<file path="src/rtl/ea_former.sv">
module ea_former #(
  parameter int AW = 16,
  parameter int SW = 12
) (
  input  logic          clk,
  input  logic          rst_n,
  input  logic          req,
  input  logic [2:0]    mode,
  input  logic          is_ctl,
  input  logic [AW-1:0] b_reg,
  input  logic [SW-1:0] fp,
  input  logic [AW-1:0] ext,
  output logic          ea_valid,
  output logic          ea_illegal,
  output logic          ea_is_mem,
  output logic [1:0]    ea_src,
  output logic [AW-1:0] ea_addr,
  output logic [AW-1:0] ea_imm
);
  localparam int HW = AW - SW;

  logic          bad, mem;
  logic [1:0]    src;
  logic [AW-1:0] addr;
  logic [SW-1:0] stk_low;

  assign stk_low = fp + ext[SW-1:0];
  assign bad = req & ((mode > 3'd5) | (mode == 3'd5 & is_ctl));

  always_comb begin
    mem  = 1'b0;
    src  = 2'd0;
    addr = '0;
    unique case (mode)
      3'd0: src = 2'd1;
      3'd1: begin mem = 1'b1; addr = ext; end
      3'd2: begin mem = 1'b1; addr = b_reg; end
      3'd3: begin mem = 1'b1; addr = b_reg + ext; end
      3'd4: src = 2'd2;
      3'd5: begin mem = 1'b1; addr = {{HW{1'b1}}, stk_low}; end
      default: ;
    endcase
  end

  always_ff @(posedge clk) begin
    if (!rst_n) begin
      ea_valid   <= 1'b0;
      ea_illegal <= 1'b0;
      ea_is_mem  <= 1'b0;
      ea_src     <= 2'd0;
      ea_addr    <= '0;
      ea_imm     <= '0;
    end else begin
      ea_valid   <= req & ~bad;
      ea_illegal <= bad;
      ea_is_mem  <= req & mem;
      ea_src     <= req ? src : 2'd0;
      ea_addr    <= req ? addr : '0;
      ea_imm     <= ext;
    end
  end

  AST_EXCLUSIVE_FLAGS: assert property (@(posedge clk) disable iff (!rst_n)
    !(ea_valid && ea_illegal));
  AST_IDLE_QUIET: assert property (@(posedge clk) disable iff (!rst_n)
    !req |=> !ea_valid && !ea_illegal);
  AST_STACK_WINDOW: assert property (@(posedge clk) disable iff (!rst_n)
    req && mode == 3'd5 |=> ea_addr[AW-1:SW] == {HW{1'b1}});
  AST_CTL_STACK_REJECT: assert property (@(posedge clk) disable iff (!rst_n)
    req && mode == 3'd5 && is_ctl |=> ea_illegal && !ea_valid);
  AST_UNDEF_REJECT: assert property (@(posedge clk) disable iff (!rst_n)
    req && mode[2:1] == 2'b11 |=> ea_illegal && !ea_is_mem);
  AST_DIRECT_ADDR: assert property (@(posedge clk) disable iff (!rst_n)
    req && mode == 3'd1 |=> ea_addr == $past(ext) && ea_is_mem);
  AST_REG_NO_MEM: assert property (@(posedge clk) disable iff (!rst_n)
    req && mode == 3'd0 |=> !ea_is_mem && ea_src == 2'd1);
endmodule

</file>
<file path="config.mk">
export PLATFORM = sky130hd
export DESIGN_NAME = ea_former
export DESIGN_NICKNAME = d
export VERILOG_FILES = /design/src/rtl/ea_former.sv
export SDC_FILE = /design/constraint.sdc
export NUM_CORES = 1
export LEC_CHECK = 0
export CAP_MARGIN = 5
export CORE_MARGIN = 5
export CORE_UTILIZATION = 48
export CTS_BUF_LIST = sky130_fd_sc_hd__clkbuf_8
export DETAILED_ROUTE_END_ITERATION = 8
export PLACE_DENSITY = 0.83
export SLEW_MARGIN = 20
export SYNTH_ARGS = -nofsm -noshare
export SYNTH_HDL_FRONTEND = slang
export SYNTH_SLANG_ARGS = --single-unit
</file>
<file path="constraint.sdc">
create_clock -name clk -period 2.5 [get_ports clk]
set_clock_uncertainty 0.05 [all_clocks]
set_input_delay 0.5 -clock clk [delete_from_list [all_inputs] [get_ports clk]]
set_output_delay 0.5 -clock clk [all_outputs]
set_load 0.01 [all_outputs]
</file>
==> results of run 1 <==
path summary, 6_finish.rpt:
path / to / cells past startpoint / from
max: ea_addr[6] / 9 / b_reg[2]
min: ea_imm[8] / 3 / ext[8]
cells in the mapped netlist, types with 2 or more instances:
| cell type | number |
|---|---|
| o21ai_0 | 14 |
| a31oi_1 | 7 |
| fa_1 | 2 |
| mux2i_1 | 2 |
| or3_1 | 5 |
| and3_1 | 4 |
| o31a_1 | 3 |
| a22oi_1 | 11 |
| or2_1 | 2 |
| nor2_1 | 18 |
| nor2b_1 | 5 |
| inv_1 | 13 |
| xor2_1 | 4 |
| xnor2_1 | 7 |
| o21bai_1 | 2 |
| a211o_1 | 2 |
| ha_1 | 26 |
| buf_2 | 2 |
| o41ai_1 | 2 |
| nand3_1 | 7 |
| o22ai_1 | 2 |
| clkbuf_1 | 11 |
| nor3_1 | 8 |
| a21oi_1 | 30 |
| a21o_1 | 12 |
| o211ai_1 | 6 |
| nand3b_1 | 4 |
| dfxtp_1 | 37 |
| nand2_1 | 15 |
| o21a_1 | 3 |
| and2_1 | 20 |
| and4_1 | 2 |
| nand4_1 | 5 |
| a221oi_1 | 2 |
| nand2b_1 | 3 |
registers in the layout, summed over array words and instances, names as in the netlist:
register	cells
ea_src	2
ea_imm	16
ea_is_mem	1
ea_addr	16
ea_valid	1
ea_illegal	1
kinds of logic (layout without fill, tap and decap cells):
group | Yosys count | in the layout | synth area share
flops | 37 | 37 | 0.279
buf+inv | 28 | 189 | 0.0434
mux | 2 | 2 | 0.00755
compound gates | 109 | 109 | 0.282
xor+xnor | 11 | 11 | 0.0363
simple gates | 104 | 104 | 0.214
fa+ha+maj | 28 | 28 | 0.138
area by class of cell:
class / instances / area (µm²)
sequential: 37 / 741
fill: 336 / 970
timing repair buffer: 167 / 1490
multi-input combinational: 254 / 1980
clock buffer: 5 / 68.8
clock inverter: 3 / 46.3
inverter: 14 / 52.6
tap: 72 / 90.1
power groups by stage:
stage | Combinational, mW | Sequential (mW) | Clock [mW]
floorplan | 0.306 | 0.643 | 0
global placement | 0.636 | 0.630 | 0
detailed placement | 0.647 | 0.631 | 0
CTS | 0.659 | 0.617 | 0.546
global route | 0.786 | 0.619 | 0.576
finish | 0.736 | 0.617 | 0.546
layer usage:
metal	wire length, µm	vias up	share of wire	track usage
li1	-	1508	-	-
met1	3970	1483	0.39	0.297
met2	4870	203	0.48	0.450
met3	805	50	0.080	0.0461
met4	448	0	0.044	0.0734
met5	0	-	0	0
stage by stage:
| step | TNS (ns) | instances |
|---|---|---|
| after detailed placement | -3.77 | 538 |
| after global routing | -0.236 | 552 |
| final | 0 | 552 |
| after global placement | -3.22 | 538 |
| after floorplan | 0 | 319 |
| after CTS | 0 | 547 |
repair_timing:
item                                    CTS  global route
buffers inserted                          1             5
pin swaps                                 4            22
endpoints found under the setup margin    9            10
resized for setup                        10            32
==> metrics.txt, run 1 <==
sequential area share after synthesis 0.279; Final period util 0.987; Final Hold Vio Count 0; Via density 5.88; Top-Level Pins 88; clk buf depth 2; crit path kind in -> reg; Antenna Nets Post-Route 0; MaxCap Viol Count 0; worst min-delay path class in -> reg; share of flip-flops with an asynchronous set or reset 0; Total Nets Final 558; Synth area leader dfxtp_1; Slew HR 0.702; num rows 27; sequential share of power 0.325; most frequent cells in the layout buf_4 (79), clkdlybuf4s50_1 (76), dfxtp_1 (37); Core Region 5440 µm²; Worst Slack Setup Final 0.0327 ns; Gate power share 0.388; Synth Net Count 398; Crit path max-delay family compound AO/OA/AOI/OAI gates; peak per-stage delay on the critical path 0.46 ns; Power, Total 1.90 mW; Setup WS pre-CTS -0.468 ns; GRT Total Usage 0.248; status finished clean; DR vias 3244; CP max-delay cell clkdlybuf4s50_1; Die X-Extent 84.3 µm; HPWL after DPL 6.99 mm; CTS Root Buffer Type clkbuf_8; die height 84.3 µm; endpoints failing setup 0; ANT cells 0; DRT Pass-1 Iters 6; DRC violations left 0; total gr overflow 0; Fmax achieved 405 MHz; share of cells above drive strength 1 0.246; design area 4470 µm²; Avg WL per Cell 18.3 µm; Avg Cell Area, Syn 8.32 µm²; CTS tree yes; Final Max Tran Viols 0; Worst setup EP type register; switching power 600 µW; Synthesis Warnings 0; hold_ws 0.578 ns; Max H-tree Level 2; mapped cell area 2650 µm²; initial antenna violation count 0; number of synthesized flops with an enable pin 0; static leakage power 1.96 nW; clock sinks 37; crit start category input pin; Least-Margin Pin Slew 0.444 ns; synthesized flop and latch total 37; CP bufs+invs 2; Starting Density 0.488; worst path cell trace clkdlybuf4s50_1 > ha_1 > nor2b_2 > o31a_1 > buf_4 > or2_1 > a211o_1 > nand3_1 > a21oi_1; Int Power 1.30 mW; Yosys cell types 56; Syn-to-layout area delta 68.5%; Sw Share 0.316; Clock power frac 0.288; Min Clock Period, post-route 2.47 ns; vias in the first global route 3070; CTS Buf Count 5; Power per Cell Area 425 nW/µm²; most common cell after layout, fill and taps aside buf_4; Primary FF master, synth dfxtp_1; GPL Wtd Cong 0.891; Clock transition at path regs 0.08 ns; crit path max fanout 3; Hold Buf Count CTS 0; CP required 2.64 ns; Worst EP arrival 2.61 ns; RSZ-0062 raised after global routing true; Finished Core Util 0.822; DIE AREA 7110 µm²; dpl cell area 4110 µm²; largest net degree at the start of global routing 23; VDD IR max 0.266 mV; port bufs 87; Syn Inst Count 319; drt first-iter violations 237; Post-Route WL 10.1 mm; Synth top area share 0.279; first-pass GRT wire length 14.4 mm; dominant cells by area after synthesis dfxtp_1 (28%), ha_1 (12%), a21oi_1 (5.7%), and2_1 (4.7%), a21o_1 (3.4%)
Power figures use the tool's default switching activity.
==> run 2: changes to the inputs <==
--- a/config.mk
+++ b/config.mk
@@ -11,6 +11,7 @@
 export CTS_BUF_LIST = sky130_fd_sc_hd__clkbuf_8
 export DETAILED_ROUTE_END_ITERATION = 8
 export PLACE_DENSITY = 0.83
+export RECOVER_POWER = 100
 export SLEW_MARGIN = 20
 export SYNTH_ARGS = -nofsm -noshare
 export SYNTH_HDL_FRONTEND = slang
==> constraint.sdc (replaced) <==
create_clock -name clk -period 2.5 [get_ports clk]
set_clock_uncertainty 0.05 [all_clocks]
set_input_delay 0.625 -clock clk [delete_from_list [all_inputs] [get_ports clk]]
set_output_delay 0.625 -clock clk [all_outputs]
set_load 0.01 [all_outputs]
==> run 2 against run 1 <==
- the flow now finishes with violations (setup timing)
- global-route usage rose by 1.7 points
- sequential power barely moved
- power rose by 0.38%
- die area did not move
- routed wire length rose by 2.4%
- final cell count rose by 1.4%
- fmax fell by 2.1%
- cell area rose by 2.0%
- largest cell class unchanged
- highest routed layer unchanged
==> metrics.txt, run 2 (synthesis results as in run 1) <==
placed cell count 543 (+0.93%); DRT Pass-1 Iters 5 (-1); Worst EP arrival 2.65 ns (+0.04 ns); Total Nets Final 566 (+1.4%); initial antenna violation count 0 (unchanged); vias in the first global route 3285 (+7.0%); first-pass GRT wire length 15.3 mm (+6.3%); crit path max fanout 3 (unchanged); Sw Share 0.316 (+0.000393); share of cells above drive strength 1 0.289 (+0.0431); HPWL after DPL 7.07 mm (+1.1%); Power, Total 1.91 mW (+0.38%); design area 4560 µm² (+2.0%); num rows 27 (unchanged); Final period util 1.01 (+0.0214); violated checks setup timing; port bufs 87 (unchanged); GPL Wtd Cong 0.880 (-1.3%); Final Hold Vio Count 0 (unchanged); Worst setup EP type register; Starting Density 0.488 (unchanged); ANT cells 0 (unchanged); Setup WS pre-CTS -0.581 ns (-0.114 ns); drt first-iter violations 244 (+3.0%); VDD IR max 0.282 mV (+6.2%); largest net degree at the start of global routing 23 (unchanged); DR vias 3292 (+1.5%); static leakage power 2.08 nW (+6.2%); Gate power share 0.395 (+0.007); Die X-Extent 84.3 µm (unchanged); CP required 2.63 ns (about the same); Post-Route WL 10.3 mm (+2.4%); MaxCap Viol Count 0 (unchanged); CTS Buf Count 5 (unchanged); dpl cell area 4140 µm² (+0.91%); Avg WL per Cell 18.4 µm (+0.92%); crit start category input pin; Syn-to-layout area delta 71.8%; Top-Level Pins 88 (unchanged); DRC violations left 0 (unchanged); Core Region 5440 µm² (unchanged); Final Max Tran Viols 0 (unchanged); Slew HR 0.522 (-0.180); die height 84.3 µm (unchanged); status finished, violations left; total gr overflow 0 (unchanged); CTS tree yes; worst min-delay path class in -> reg; Min Clock Period, post-route 2.52 ns (+0.0535 ns); Max H-tree Level 2 (unchanged); sequential share of power 0.323 (-0.002); most frequent cells in the layout buf_4 (81), dlygate4sd3_1 (39), dfxtp_1 (37); clock sinks 37 (unchanged); crit path kind in -> reg; Power per Cell Area 418 nW/µm² (-1.6%); Least-Margin Pin Slew 0.717 ns (+0.273 ns); switching power 603 µW (+0.51%); Worst Slack Setup Final -0.0208 ns (-0.0535 ns); Clock power frac 0.282 (-0.006); most common cell after layout, fill and taps aside buf_4; Via density 5.88 (about the same); post-route insts no fill 560 (+1.4%); DIE AREA 7110 µm² (unchanged); Clock transition at path regs 0.08 ns (about the same); clk buf depth 2 (unchanged); GRT Total Usage 0.265 (+0.0168); Fmax achieved 397 MHz (-2.1%); Int Power 1.30 mW (+0.32%); Antenna Nets Post-Route 0 (unchanged); Largest regs ea_addr x16, ea_imm x16, ea_src x2; CTS Root Buffer Type clkbuf_8; endpoints failing setup 1 (+1)
## run 2: cell type report
| type | instances | area (µm²) |
|---|---|---|
| multi-input combinational | 254 | 2060 |
| clock inverter | 3 | 46.3 |
| clock buffer | 5 | 68.8 |
| sequential | 37 | 741 |
| timing repair buffer | 175 | 1500 |
| inverter | 14 | 52.6 |
| fill | 317 | 881 |
| tap | 72 | 90.1 |
## run 2: repair_timing
item	CTS	global route
setup buffers	6	3
pin swaps	22	35
hold buffers	0	0
resized for setup	31	55
endpoints found under the setup margin	11	11
## run 2: worst max-delay path, cell delays in order
cell             delay [ns]
clkdlybuf4s15_1        0.28
ha_4                   0.33
buf_4                  0.11
nand4_1                0.19
a211o_1                0.38
and3_4                 0.16
o2111a_1               0.23
or3_1                  0.34
## run 2: final timing paths
| path | start | cells after the start | slack [ns] | end |
|---|---|---|---|---|
| setup / recovery | ext[2] | 8 | -0.02 | ea_addr[13] |
| hold / removal | ext[0] | 2 | 0.57 | ea_imm[0] |
## run 2: power groups by stage
stage	sequential [mW]	combinational, mW	clock, mW
floorplan	0.643	0.306	0
finish	0.616	0.752	0.538
CTS	0.617	0.685	0.544
global placement	0.630	0.638	0
detailed placement	0.631	0.653	0
global route	0.618	0.807	0.559
## run 2: per-layer routing
| metal | global-route usage | share of wire | wire, µm |
|---|---|---|---|
| met1 | 0.305 | 0.38 | 3930 |
| met2 | 0.484 | 0.49 | 5070 |
| met3 | 0.0451 | 0.083 | 860 |
| met4 | 0.106 | 0.045 | 469 |
| met5 | 0 | 0 | 0 |
## run 2: stage by stage
| stage | TNS [ns] | utilization | hold slack (ns) |
|---|---|---|---|
| finish | -0.0208 | 0.838 | 0.570 |
| global route | -0.111 | 0.838 | 0.579 |
| CTS | -0.00778 | 0.806 | 0.723 |
| detailed placement | -5.29 | 0.762 | 1.22 |
| global placement | -4.78 | 0.762 | 1.22 |
| floorplan | 0 | - | 0.697 |
==> run 3: changes to the inputs <==
--- a/config.mk
+++ b/config.mk
@@ -6,6 +6,7 @@
 export NUM_CORES = 1
 export LEC_CHECK = 0
 export CAP_MARGIN = 5
+export CORE_ASPECT_RATIO = 0.6
 export CORE_MARGIN = 5
 export CORE_UTILIZATION = 48
 export CTS_BUF_LIST = sky130_fd_sc_hd__clkbuf_8
==> run 3 against run 2 <==
- the run now ends clean
- hold slack got worse by 0.022 ns
- clock power increased by 23%
- fmax increased by 1.7%
- power increased by 6.8%
- clock-buffer cell count unchanged
- first-iteration DRC count increased by 31%
==> metrics.txt, run 3 (synthesis results as in run 1) <==
status finished clean; Power, Total 2.04 mW (+6.8%); TNS Setup 0 ns (+0.0208 ns); Min Clock Period, post-route 2.48 ns (-0.0410 ns); Finished Core Util 0.836 (-0.00243); Avg WL per Cell 19.4 µm (+5.4%); CP required 2.65 ns (+0.02 ns); first-pass GRT wire length 16.2 mm (+5.5%); design area 4570 µm² (+0.19%); dpl cell area 4200 µm² (+1.3%); Final period util 0.992 (-0.0164); ANT cells 0 (unchanged); total gr overflow 0 (unchanged); largest net degree at the start of global routing 23 (unchanged); DR vias 3399 (+3.3%); Power per Cell Area 446 nW/µm² (+6.6%); Final Hold Vio Count 0 (unchanged); port bufs 87 (unchanged); DIE AREA 7160 µm² (+0.69%); vias in the first global route 3204 (-2.5%); Die X-Extent 106 µm (+26%); crit path kind in -> reg; Worst Slack Setup Final 0.0202 ns (+0.0410 ns); Antenna Nets Post-Route 0 (unchanged); endpoints failing setup 0 (-1); Worst EP arrival 2.63 ns (-0.02 ns); GRT Total Usage 0.290 (+0.0249); Final Max Tran Viols 0 (unchanged); Clock transition at path regs 0.08 ns (about the same); CTS Buf Count 5 (unchanged); share of cells above drive strength 1 0.275 (-0.0136); Via density 6.04 (+2.7%); num rows 21 (-22%); Total Nets Final 572 (+1.1%); Slew HR 0.414 (-0.108); Worst setup EP type register; Post-Route WL 10.9 mm (+5.9%); hold worst-path end ea_imm[0]; crit path max fanout 5 (+2); Syn-to-layout area delta 72.2%; MaxCap Viol Count 0 (unchanged); clk buf depth 2 (unchanged); clock sinks 37 (unchanged); most common cell after layout, fill and taps aside buf_4; DRT Pass-1 Iters 5 (unchanged); Top-Level Pins 88 (unchanged); drt first-iter violations 319 (+31%); VDD IR max 0.257 mV (-8.9%); Starting Density 0.485 (-0.00234); crit start category input pin; initial antenna violation count 0 (unchanged); die height 67.6 µm (-20%); Core Region 5470 µm² (+0.48%); hold_ws 0.549 ns (-0.0217 ns); Setup WS pre-CTS -0.612 ns (-0.0305 ns); HPWL after DPL 7.90 mm (+12%); hold path depth 2 (unchanged); Least-Margin Pin Slew 0.879 ns (+0.163 ns); CTS tree yes; Fmax achieved 403 MHz (+1.7%); static leakage power 2.09 nW (+0.67%); most frequent cells in the layout buf_4 (87), dlygate4sd3_1 (40), dfxtp_1 (37); RSZ-0062 raised after global routing false; Largest regs ea_addr x16, ea_imm x16, ea_src x2; placed cell count 546 (+0.55%); DRC violations left 0 (unchanged); post-route insts no fill 563 (+0.54%); min-delay src ext[0]; GPL Wtd Cong 0.920 (+4.5%); CTS Root Buffer Type clkbuf_8; worst min-delay path class in -> reg; Max H-tree Level 2 (unchanged)
[run 3: cell types whose count changed in the layout (fill, tap and decap cells not counted), sizes merged, moves of 2 or more]
cell / delta
dlygate4sd2: +14
dlymetal6s2s: -6
buf: +7
clkdlybuf4s50: -2
clkbuf: -7
[run 3: worst max-delay path: stages]
cell           delay [ns]
dlygate4sd2_1        0.27
ha_4                 0.29
buf_4                0.10
buf_4                0.13
nand3_1              0.13
a2111oi_1            0.60
o31ai_1              0.15
a31oi_1              0.25
a21oi_1              0.09
[run 3: layout make-up]
| cell class | count | area, µm² |
|---|---|---|
| clock buffer | 5 | 68.8 |
| fill | 313 | 898 |
| multi-input combinational | 254 | 1990 |
| sequential | 37 | 741 |
| inverter | 14 | 52.6 |
| clock inverter | 3 | 68.8 |
| timing repair buffer | 181 | 1560 |
| tap | 69 | 86.3 |
[run 3: metal layers]
layer / vias up / global-route usage / part of all wire
li1: 1535 / - / -
met1: 1549 / 0.378 / 0.41
met2: 283 / 0.477 / 0.43
met3: 32 / 0.0831 / 0.14
met4: 0 / 0.0759 / 0.021
met5: - / 0 / 0
[run 3: what timing repair did]
action / CTS / global route
endpoints found under the setup margin: 11 / 7
hold buffers: 0 / 0
gates resized for setup: 46 / 17
pin swaps: 20 / 15
buffers inserted: 7 / 2
[run 3: power by group]
| part | switching [mW] | total, mW | internal (mW) |
|---|---|---|---|
| registers | 0.00509 | 0.616 | 0.611 |
| logic | 0.364 | 0.757 | 0.393 |
| clock network | 0.261 | 0.663 | 0.402 |
[run 3: worst max path at each step]
stage / startpoint / endpoint / slack, ns
final: ext[8] / ea_addr[11] / 0.02
after global placement: ext[0] / ea_addr[10] / -0.53
after CTS: fp[0] / ea_addr[6] / 0.002
after global routing: b_reg[2] / ea_addr[8] / 0.003
after floorplan: b_reg[7] / ea_addr[11] / 0.05
after detailed placement: ext[0] / ea_addr[14] / -0.61
